===== config.mk =====
export PLATFORM = sky130hd
export DESIGN_NAME = simd_mover
export DESIGN_NICKNAME = d
export VERILOG_FILES = /design/src/rtl/simd_mover_pkg.sv /design/src/rtl/simd_regfile.sv /design/src/rtl/simd_route.sv /design/src/rtl/simd_mover.sv
export SDC_FILE = /design/constraint.sdc
export NUM_CORES = 2
export LEC_CHECK = 0
export ABC_CLOCK_PERIOD_IN_PS = 3250
export CORE_ASPECT_RATIO = 1.25
export CORE_MARGIN = 2
export CORE_UTILIZATION = 30
export CTS_CLUSTER_SIZE = 30
export DETAILED_ROUTE_END_ITERATION = 10
export DONT_BUFFER_PORTS = 1
export GPL_TIMING_DRIVEN = 0
export PLACE_DENSITY_LB_ADDON = 0.3
export SETUP_SLACK_MARGIN = 0.4
export SLEW_MARGIN = 30
export SYNTH_ARGS = -nofsm -noshare
export SYNTH_HDL_FRONTEND = slang
export SYNTH_SLANG_ARGS = --single-unit

===== constraint.sdc =====
create_clock -name clk -period 3.25 [get_ports clk]
set_clock_uncertainty 0.1 [all_clocks]
set_input_delay 0.65 -clock clk [delete_from_list [all_inputs] [get_ports clk]]
set_output_delay 0.65 -clock clk [all_outputs]
set_load 0.005 [all_outputs]

===== src/rtl/simd_mover_pkg.sv =====
package simd_mover_pkg;
  typedef enum logic [1:0] {
    XM_BCAST  = 2'd0,
    XM_SPLIT  = 2'd1,
    XM_DOUBLE = 2'd2,
    XM_RSVD   = 2'd3
  } xfer_mode_e;

  localparam int unsigned NLANES = 2;
  localparam int unsigned LANE_X = 0;
  localparam int unsigned LANE_Y = 1;
endpackage


===== src/rtl/simd_regfile.sv =====
module simd_regfile #(
  parameter int unsigned NREGS = 16,
  parameter int unsigned REG_W = 40,
  localparam int unsigned IDX_W = $clog2(NREGS)
) (
  input  logic             clk,
  input  logic             rst_n,
  input  logic             wr_en_a,
  input  logic [IDX_W-1:0] wr_idx_a,
  input  logic [REG_W-1:0] wr_data_a,
  input  logic             wr_en_b,
  input  logic [IDX_W-1:0] wr_idx_b,
  input  logic [REG_W-1:0] wr_data_b,
  input  logic [IDX_W-1:0] rd_idx_a,
  output logic [REG_W-1:0] rd_data_a,
  input  logic [IDX_W-1:0] rd_idx_b,
  output logic [REG_W-1:0] rd_data_b
);
  logic [REG_W-1:0] regs_q [NREGS];
  logic [REG_W-1:0] regs_d [NREGS];
  logic [NREGS-1:0] reg_ce;

  always_comb begin
    for (int i = 0; i < NREGS; i++) begin
      reg_ce[i] = 1'b0;
      regs_d[i] = regs_q[i];
      if (wr_en_a && (wr_idx_a == IDX_W'(i))) begin
        reg_ce[i] = 1'b1;
        regs_d[i] = wr_data_a;
      end else if (wr_en_b && (wr_idx_b == IDX_W'(i))) begin
        reg_ce[i] = 1'b1;
        regs_d[i] = wr_data_b;
      end
    end
  end

  for (genvar g = 0; g < NREGS; g++) begin : g_reg
    always_ff @(posedge clk or negedge rst_n) begin
      if (!rst_n)         regs_q[g] <= '0;
      else if (reg_ce[g]) regs_q[g] <= regs_d[g];
    end
  end

  assign rd_data_a = regs_q[rd_idx_a];
  assign rd_data_b = regs_q[rd_idx_b];

  // the two write ports of one file never target the same register
  assert_no_port_clash_R6: assert property (@(posedge clk) disable iff (!rst_n)
    !(wr_en_a && wr_en_b && (wr_idx_a == wr_idx_b)));

  // a port-A write is visible on the following cycle
  assert_write_commits_R10: assert property (@(posedge clk) disable iff (!rst_n)
    wr_en_a |=> (regs_q[$past(wr_idx_a)] == $past(wr_data_a)));
endmodule


===== src/rtl/simd_route.sv =====
module simd_route
  import simd_mover_pkg::*;
#(
  parameter int unsigned REG_W  = 40,
  parameter int unsigned WORD_W = 32,
  parameter int unsigned IDX_W  = 4,
  localparam int unsigned MEM_W = 2 * WORD_W,
  localparam int unsigned PAD_W = REG_W - WORD_W
) (
  input  logic             clk,
  input  logic             rst_n,
  input  logic             req_valid,
  input  logic             req_store,
  input  logic             simd_en,
  input  xfer_mode_e       mode,
  input  logic [IDX_W-1:0] idx,
  input  logic [MEM_W-1:0] rdata,
  input  logic [REG_W-1:0] x_rd_lo,
  input  logic [REG_W-1:0] x_rd_hi,
  input  logic [REG_W-1:0] y_rd_lo,
  output logic [NLANES-1:0] we_lo,
  output logic [NLANES-1:0] we_hi,
  output logic [REG_W-1:0] wd_lo [NLANES],
  output logic [REG_W-1:0] wd_hi [NLANES],
  output logic [MEM_W-1:0] wdata,
  output logic             err
);
  logic [REG_W-1:0]  word_lo, word_hi;
  logic              bad, do_load, do_store;
  logic [WORD_W-1:0] xw_lo, xw_hi, yw_lo;

  assign word_lo = {rdata[WORD_W-1:0], {PAD_W{1'b0}}};
  assign word_hi = {rdata[MEM_W-1:WORD_W], {PAD_W{1'b0}}};
  assign xw_lo   = x_rd_lo[REG_W-1:PAD_W];
  assign xw_hi   = x_rd_hi[REG_W-1:PAD_W];
  assign yw_lo   = y_rd_lo[REG_W-1:PAD_W];

  always_comb begin
    bad      = (mode == XM_RSVD) || ((mode == XM_DOUBLE) && idx[0]);
    err      = req_valid && bad;
    do_load  = req_valid && !req_store && !bad;
    do_store = req_valid && req_store && !bad;
    we_lo    = '0;
    we_hi    = '0;
    wd_lo[LANE_X] = word_lo;
    wd_hi[LANE_X] = word_hi;
    wd_lo[LANE_Y] = (mode == XM_SPLIT) ? word_hi : word_lo;
    wd_hi[LANE_Y] = word_hi;
    wdata    = '0;
    if (do_load) begin
      we_lo[LANE_X] = 1'b1;
      we_lo[LANE_Y] = simd_en;
      if (mode == XM_DOUBLE) begin
        we_hi[LANE_X] = 1'b1;
        we_hi[LANE_Y] = simd_en;
      end
    end
    if (do_store) begin
      if (mode == XM_DOUBLE) wdata = {xw_hi, xw_lo};
      else                   wdata = {simd_en ? yw_lo : {WORD_W{1'b0}}, xw_lo};
    end
  end

  // a rejected request writes nothing
  assert_err_blocks_write_R7: assert property (@(posedge clk) disable iff (!rst_n)
    err |-> (we_lo == '0) && (we_hi == '0));

  // single-data mode never writes lane Y
  assert_single_no_y_R3: assert property (@(posedge clk) disable iff (!rst_n)
    !simd_en |-> !we_lo[LANE_Y] && !we_hi[LANE_Y]);

  // store word quiet unless a store is requested
  assert_idle_quiet_R10: assert property (@(posedge clk) disable iff (!rst_n)
    !(req_valid && req_store) |-> (wdata == '0));
endmodule


===== src/rtl/simd_mover.sv =====
module simd_mover
  import simd_mover_pkg::*;
#(
  parameter int unsigned NREGS  = 16,
  parameter int unsigned REG_W  = 40,
  parameter int unsigned WORD_W = 32,
  localparam int unsigned IDX_W = $clog2(NREGS),
  localparam int unsigned MEM_W = 2 * WORD_W,
  localparam int unsigned PAD_W = REG_W - WORD_W
) (
  input  logic             clk,
  input  logic             rst_n,
  input  logic             req_valid,
  input  logic             req_store,
  input  logic             simd_en,
  input  logic [1:0]       xfer_mode,
  input  logic [IDX_W-1:0] reg_idx,
  input  logic [MEM_W-1:0] mem_rdata,
  output logic [MEM_W-1:0] mem_wdata,
  output logic             xfer_err
);
  logic [NLANES-1:0] we_lo, we_hi;
  logic [REG_W-1:0]  wd_lo [NLANES];
  logic [REG_W-1:0]  wd_hi [NLANES];
  logic [REG_W-1:0]  rd_lo [NLANES];
  logic [REG_W-1:0]  rd_hi [NLANES];
  logic [IDX_W-1:0]  idx_pair;

  assign idx_pair = reg_idx | IDX_W'(1);

  for (genvar l = 0; l < NLANES; l++) begin : g_lane
    simd_regfile #(.NREGS(NREGS), .REG_W(REG_W)) u_file (
      .clk      (clk),
      .rst_n    (rst_n),
      .wr_en_a  (we_lo[l]),
      .wr_idx_a (reg_idx),
      .wr_data_a(wd_lo[l]),
      .wr_en_b  (we_hi[l]),
      .wr_idx_b (idx_pair),
      .wr_data_b(wd_hi[l]),
      .rd_idx_a (reg_idx),
      .rd_data_a(rd_lo[l]),
      .rd_idx_b (idx_pair),
      .rd_data_b(rd_hi[l])
    );
  end

  simd_route #(.REG_W(REG_W), .WORD_W(WORD_W), .IDX_W(IDX_W)) u_route (
    .clk      (clk),
    .rst_n    (rst_n),
    .req_valid(req_valid),
    .req_store(req_store),
    .simd_en  (simd_en),
    .mode     (xfer_mode_e'(xfer_mode)),
    .idx      (reg_idx),
    .rdata    (mem_rdata),
    .x_rd_lo  (rd_lo[LANE_X]),
    .x_rd_hi  (rd_hi[LANE_X]),
    .y_rd_lo  (rd_lo[LANE_Y]),
    .we_lo    (we_lo),
    .we_hi    (we_hi),
    .wd_lo    (wd_lo),
    .wd_hi    (wd_hi),
    .wdata    (mem_wdata),
    .err      (xfer_err)
  );

  // words land with the low pad bits cleared
  assert_low_pad_clear_R2: assert property (@(posedge clk) disable iff (!rst_n)
    we_lo[LANE_X] |-> (wd_lo[LANE_X][PAD_W-1:0] == '0) && (wd_lo[LANE_Y][PAD_W-1:0] == '0));

  // a double-word write always pairs lane X low and high ports
  assert_double_pair_R6: assert property (@(posedge clk) disable iff (!rst_n)
    we_hi[LANE_X] |-> we_lo[LANE_X] && !reg_idx[0]);
endmodule


==> flow_summary.ini <==
[outcome]
outcome = finished with violations
violations = negative hold slack

[worst_setup_path]
slowest_cell_on_crit_path = mux4_2
timing.critical_path.fanout_max = 10
arrival_ns = 2.42
r2r_path_end = g_lane[0].u_file.regs_q[347]
critical_path_cell_count = 8
critical_path.cell_chain = buf_12 -> buf_16 -> buf_16 -> buf_12 -> mux4_2 -> mux2_2 -> a21oi_1 -> a21oi_4
required_ns = 2.50
cp_num_buf_inv = 4
register_to_register_setup_slack_ns = 2.27
worstReg2RegStart = g_lane[0].u_file.regs_q[347]
worst_path_largest_cell_delay_ns = 0.33
worst_path_dominant_cell_family = buffers and inverters
worstSetupPathType = input port to output pin
r2r.worst_path.cells = 3
cp-end-kind = output pin
critPathLaunchType = input port

[synth]
yosys.area.top_type = dfrtp_1
yosys.cell_count.top_type = dfrtp_1
synth_cells = 4615
ys.flop_type = dfrtp_1
mappedNetlistArea_um2 = 53700
synth_enable_flop_cells = 0
synth-seq-cells = 1024
postSynthAreaPerCell_um2 = 11.6
synth.lib_cells_used.distinct = 48
mappedNetlistNets = 4690
ys_seq_area_share_pct = 47.7
synthDominantCellAreaShare_pct = 47.7
asyncSetResetFlopFracSynth_pct = 100
synthesis.yosys.warnings = 0
leading_post_synthesis_cells_by_cell_area = dfrtp_1, mux4_2, mux2i_1
synth_common_cells = dfrtp_1, mux2i_1, nand2_1, o21ai_0, mux2_2

[placed_design]
dpl-instance-area_um2 = 57400
globalplace.congestion = 0.934
detailed_place_hpwl_um = 156000
place_inst = 6992
numPortBuffers = 0
detailedPlace.worstSlack_ns = -1.60

[final_layout]
final_layout_size_suffix_gt1_share_pct = 27.6
fin_cells = 7255
fin_area_um2 = 64200
layout.nets = 4869
number_of_flip_flops_under_the_largest_register_name = 1024
layout-area-overhead-vs-synth_pct = 19.6
utilization_after_layout_pct = 36.1
largest_register = g_lane.u_file.regs_q
top_regs = g_lane.u_file.regs_q x1024

[pwr]
share_clk_of_total_power_pct = 37.0
comb_power_share_pct = 17.9
peakVddDrop_v = 0.000435
power.density_nw_per_um2 = 554
switching_power_uw = 10100
totalPowerFinal_uw = 35500
p_sw_share_pct = 28.3
leakage_uw = 0.0270
power_frac_seq_pct = 45.0
internal_power_uw = 25500

[cts]
cts_hold_buf = 1
max-clock-path-buffers = 3
cts.sinks = 1024
clock_latency_on_the_worst_skew_pair_ns = 0.74
ctsHtreeMaxLevel = 3
cts_root_buffer = clkbuf_16
tritoncts_clock_tree = built
numCtsBuffers = 105
clk_transition_reported_paths_ns = 0.06

[detailed_routing]
final_antenna_net_count = 0
via_per_inst = 5.65
number_of_detailed_routing_iterations_run_before_antenna_repair = 6
drt_iter0_drc = 4244
finalWirelength_um = 219000
vias = 41000
drt_drc_violations_left = 0
wl_per_cell_um = 30.2

[floorplan]
top_level_ports = 140
die_width_um = 382
coreArea_um2 = 178000
start_util_pct = 30.2
die_height_um = 477
design.die.area_um2 = 182000
rows = 173

[grt]
grt_pass1_vias = 41800
grt_pass1_wl_um = 310000
grt.total_usage_pct = 23.5
grt_antenna_before_repair = 25
grt_max_degree = 201
global_route.overflow_total = 0

[timing]
rsz0062_at_grt = yes
slew_at_the_pin_closest_to_its_max_slew_limit_ns = 1.11
hold_slack_final_ns = -0.262
setup_slack_ns = 0.0805
fmax_mhz = 316
min_period_over_period_pct = 97.5
setup_violations = 0
final_max_slew_viol_count = 0
slew_headroom_pct = 26.3
hold_viol_final = 90
final_period_minus_worst_setup_slack_ns = 3.17

[job]
drv.max_cap_violation_count = 0

[hold_path]
min-delay-path-class = input port to asynchronous set/reset pin
worst register-to-register path: stages (launching register included):
cell	delay, ns
dfrtp_1	0.44
buf_4	0.16
nand2_1	0.04
o21ai_0	0.09
power groups by stage:
stage / combinational, µW / sequential [µW] / clock, µW
after floorplan: 4080 / 15700 / 0
after global placement: 5270 / 16100 / 0
after detailed placement: 5680 / 16200 / 0
after CTS: 6190 / 15900 / 13300
after global routing: 6880 / 16200 / 13700
final: 6380 / 16000 / 13200
cell type report:
type	count	area [µm²]
multi-input combinational	3099	27200
sequential	1024	25600
clock inverter	36	439
antenna	12	30.0
clock buffer	158	3230
tap	2362	2960
inverter	6	31.3
buffer	486	3470
fill	17400	114000
timing repair buffer	72	1170
how the worst max path moves through the flow:
stage	startpoint	end
global placement	reg_idx[0]	mem_wdata[3]
CTS	reg_idx[1]	mem_wdata[7]
detailed placement	reg_idx[0]	mem_wdata[3]
global route	xfer_mode[0]	mem_wdata[33]
finish	reg_idx[1]	mem_wdata[34]
floorplan	reg_idx[1]	mem_wdata[2]
routing by layer:
metal | GRT usage [%] | vias up | routed length [µm]
li1 | - | 17000 | -
met1 | 29.2 | 21400 | 86400
met2 | 37.9 | 1873 | 103000
met3 | 5.35 | 648 | 16400
met4 | 12.8 | 20 | 13300
met5 | 0 | - | 127
repair_timing:
item                                    4_1_cts  5_1_grt
resized for setup                           487       89
cloned                                       13        6
endpoints found under the setup margin       66      207
pin swaps                                    59       35
buffers inserted                             26        9
endpoints found under the hold margin       271       90
logic make-up after synthesis:
kind of cell | share of synthesized area, %
AOI/OAI and AO/OA | 9.24
buffers and inverters | 4.13
DFF | 47.7
muxes | 32.1
and+or+nand+nor | 6.75
cell usage in the layout (no fill, tap or decap), types with 119 or more instances in the layout:
cell	n
dfrtp_1	1024
mux4_2	319
clkbuf_1	274
mux2_2	331
nand2_1	553
o21ai_0	477
mux2i_1	584
a21oi_1	238
nor2_1	227
clkbuf_16	119
per-stage QoR:
| step | hold slack, ns | TNS, ns |
|---|---|---|
| 2_1_floorplan | 0.254 | 0 |
| 3_3_place_gp | 0.349 | -123.50 |
| 3_5_place_dp | 0.262 | -78.26 |
| 4_1_cts | -0.277 | 0 |
| 5_1_grt | -0.242 | 0 |
| 6_report | -0.262 | 0 |
(Power assumes the default switching activity.)
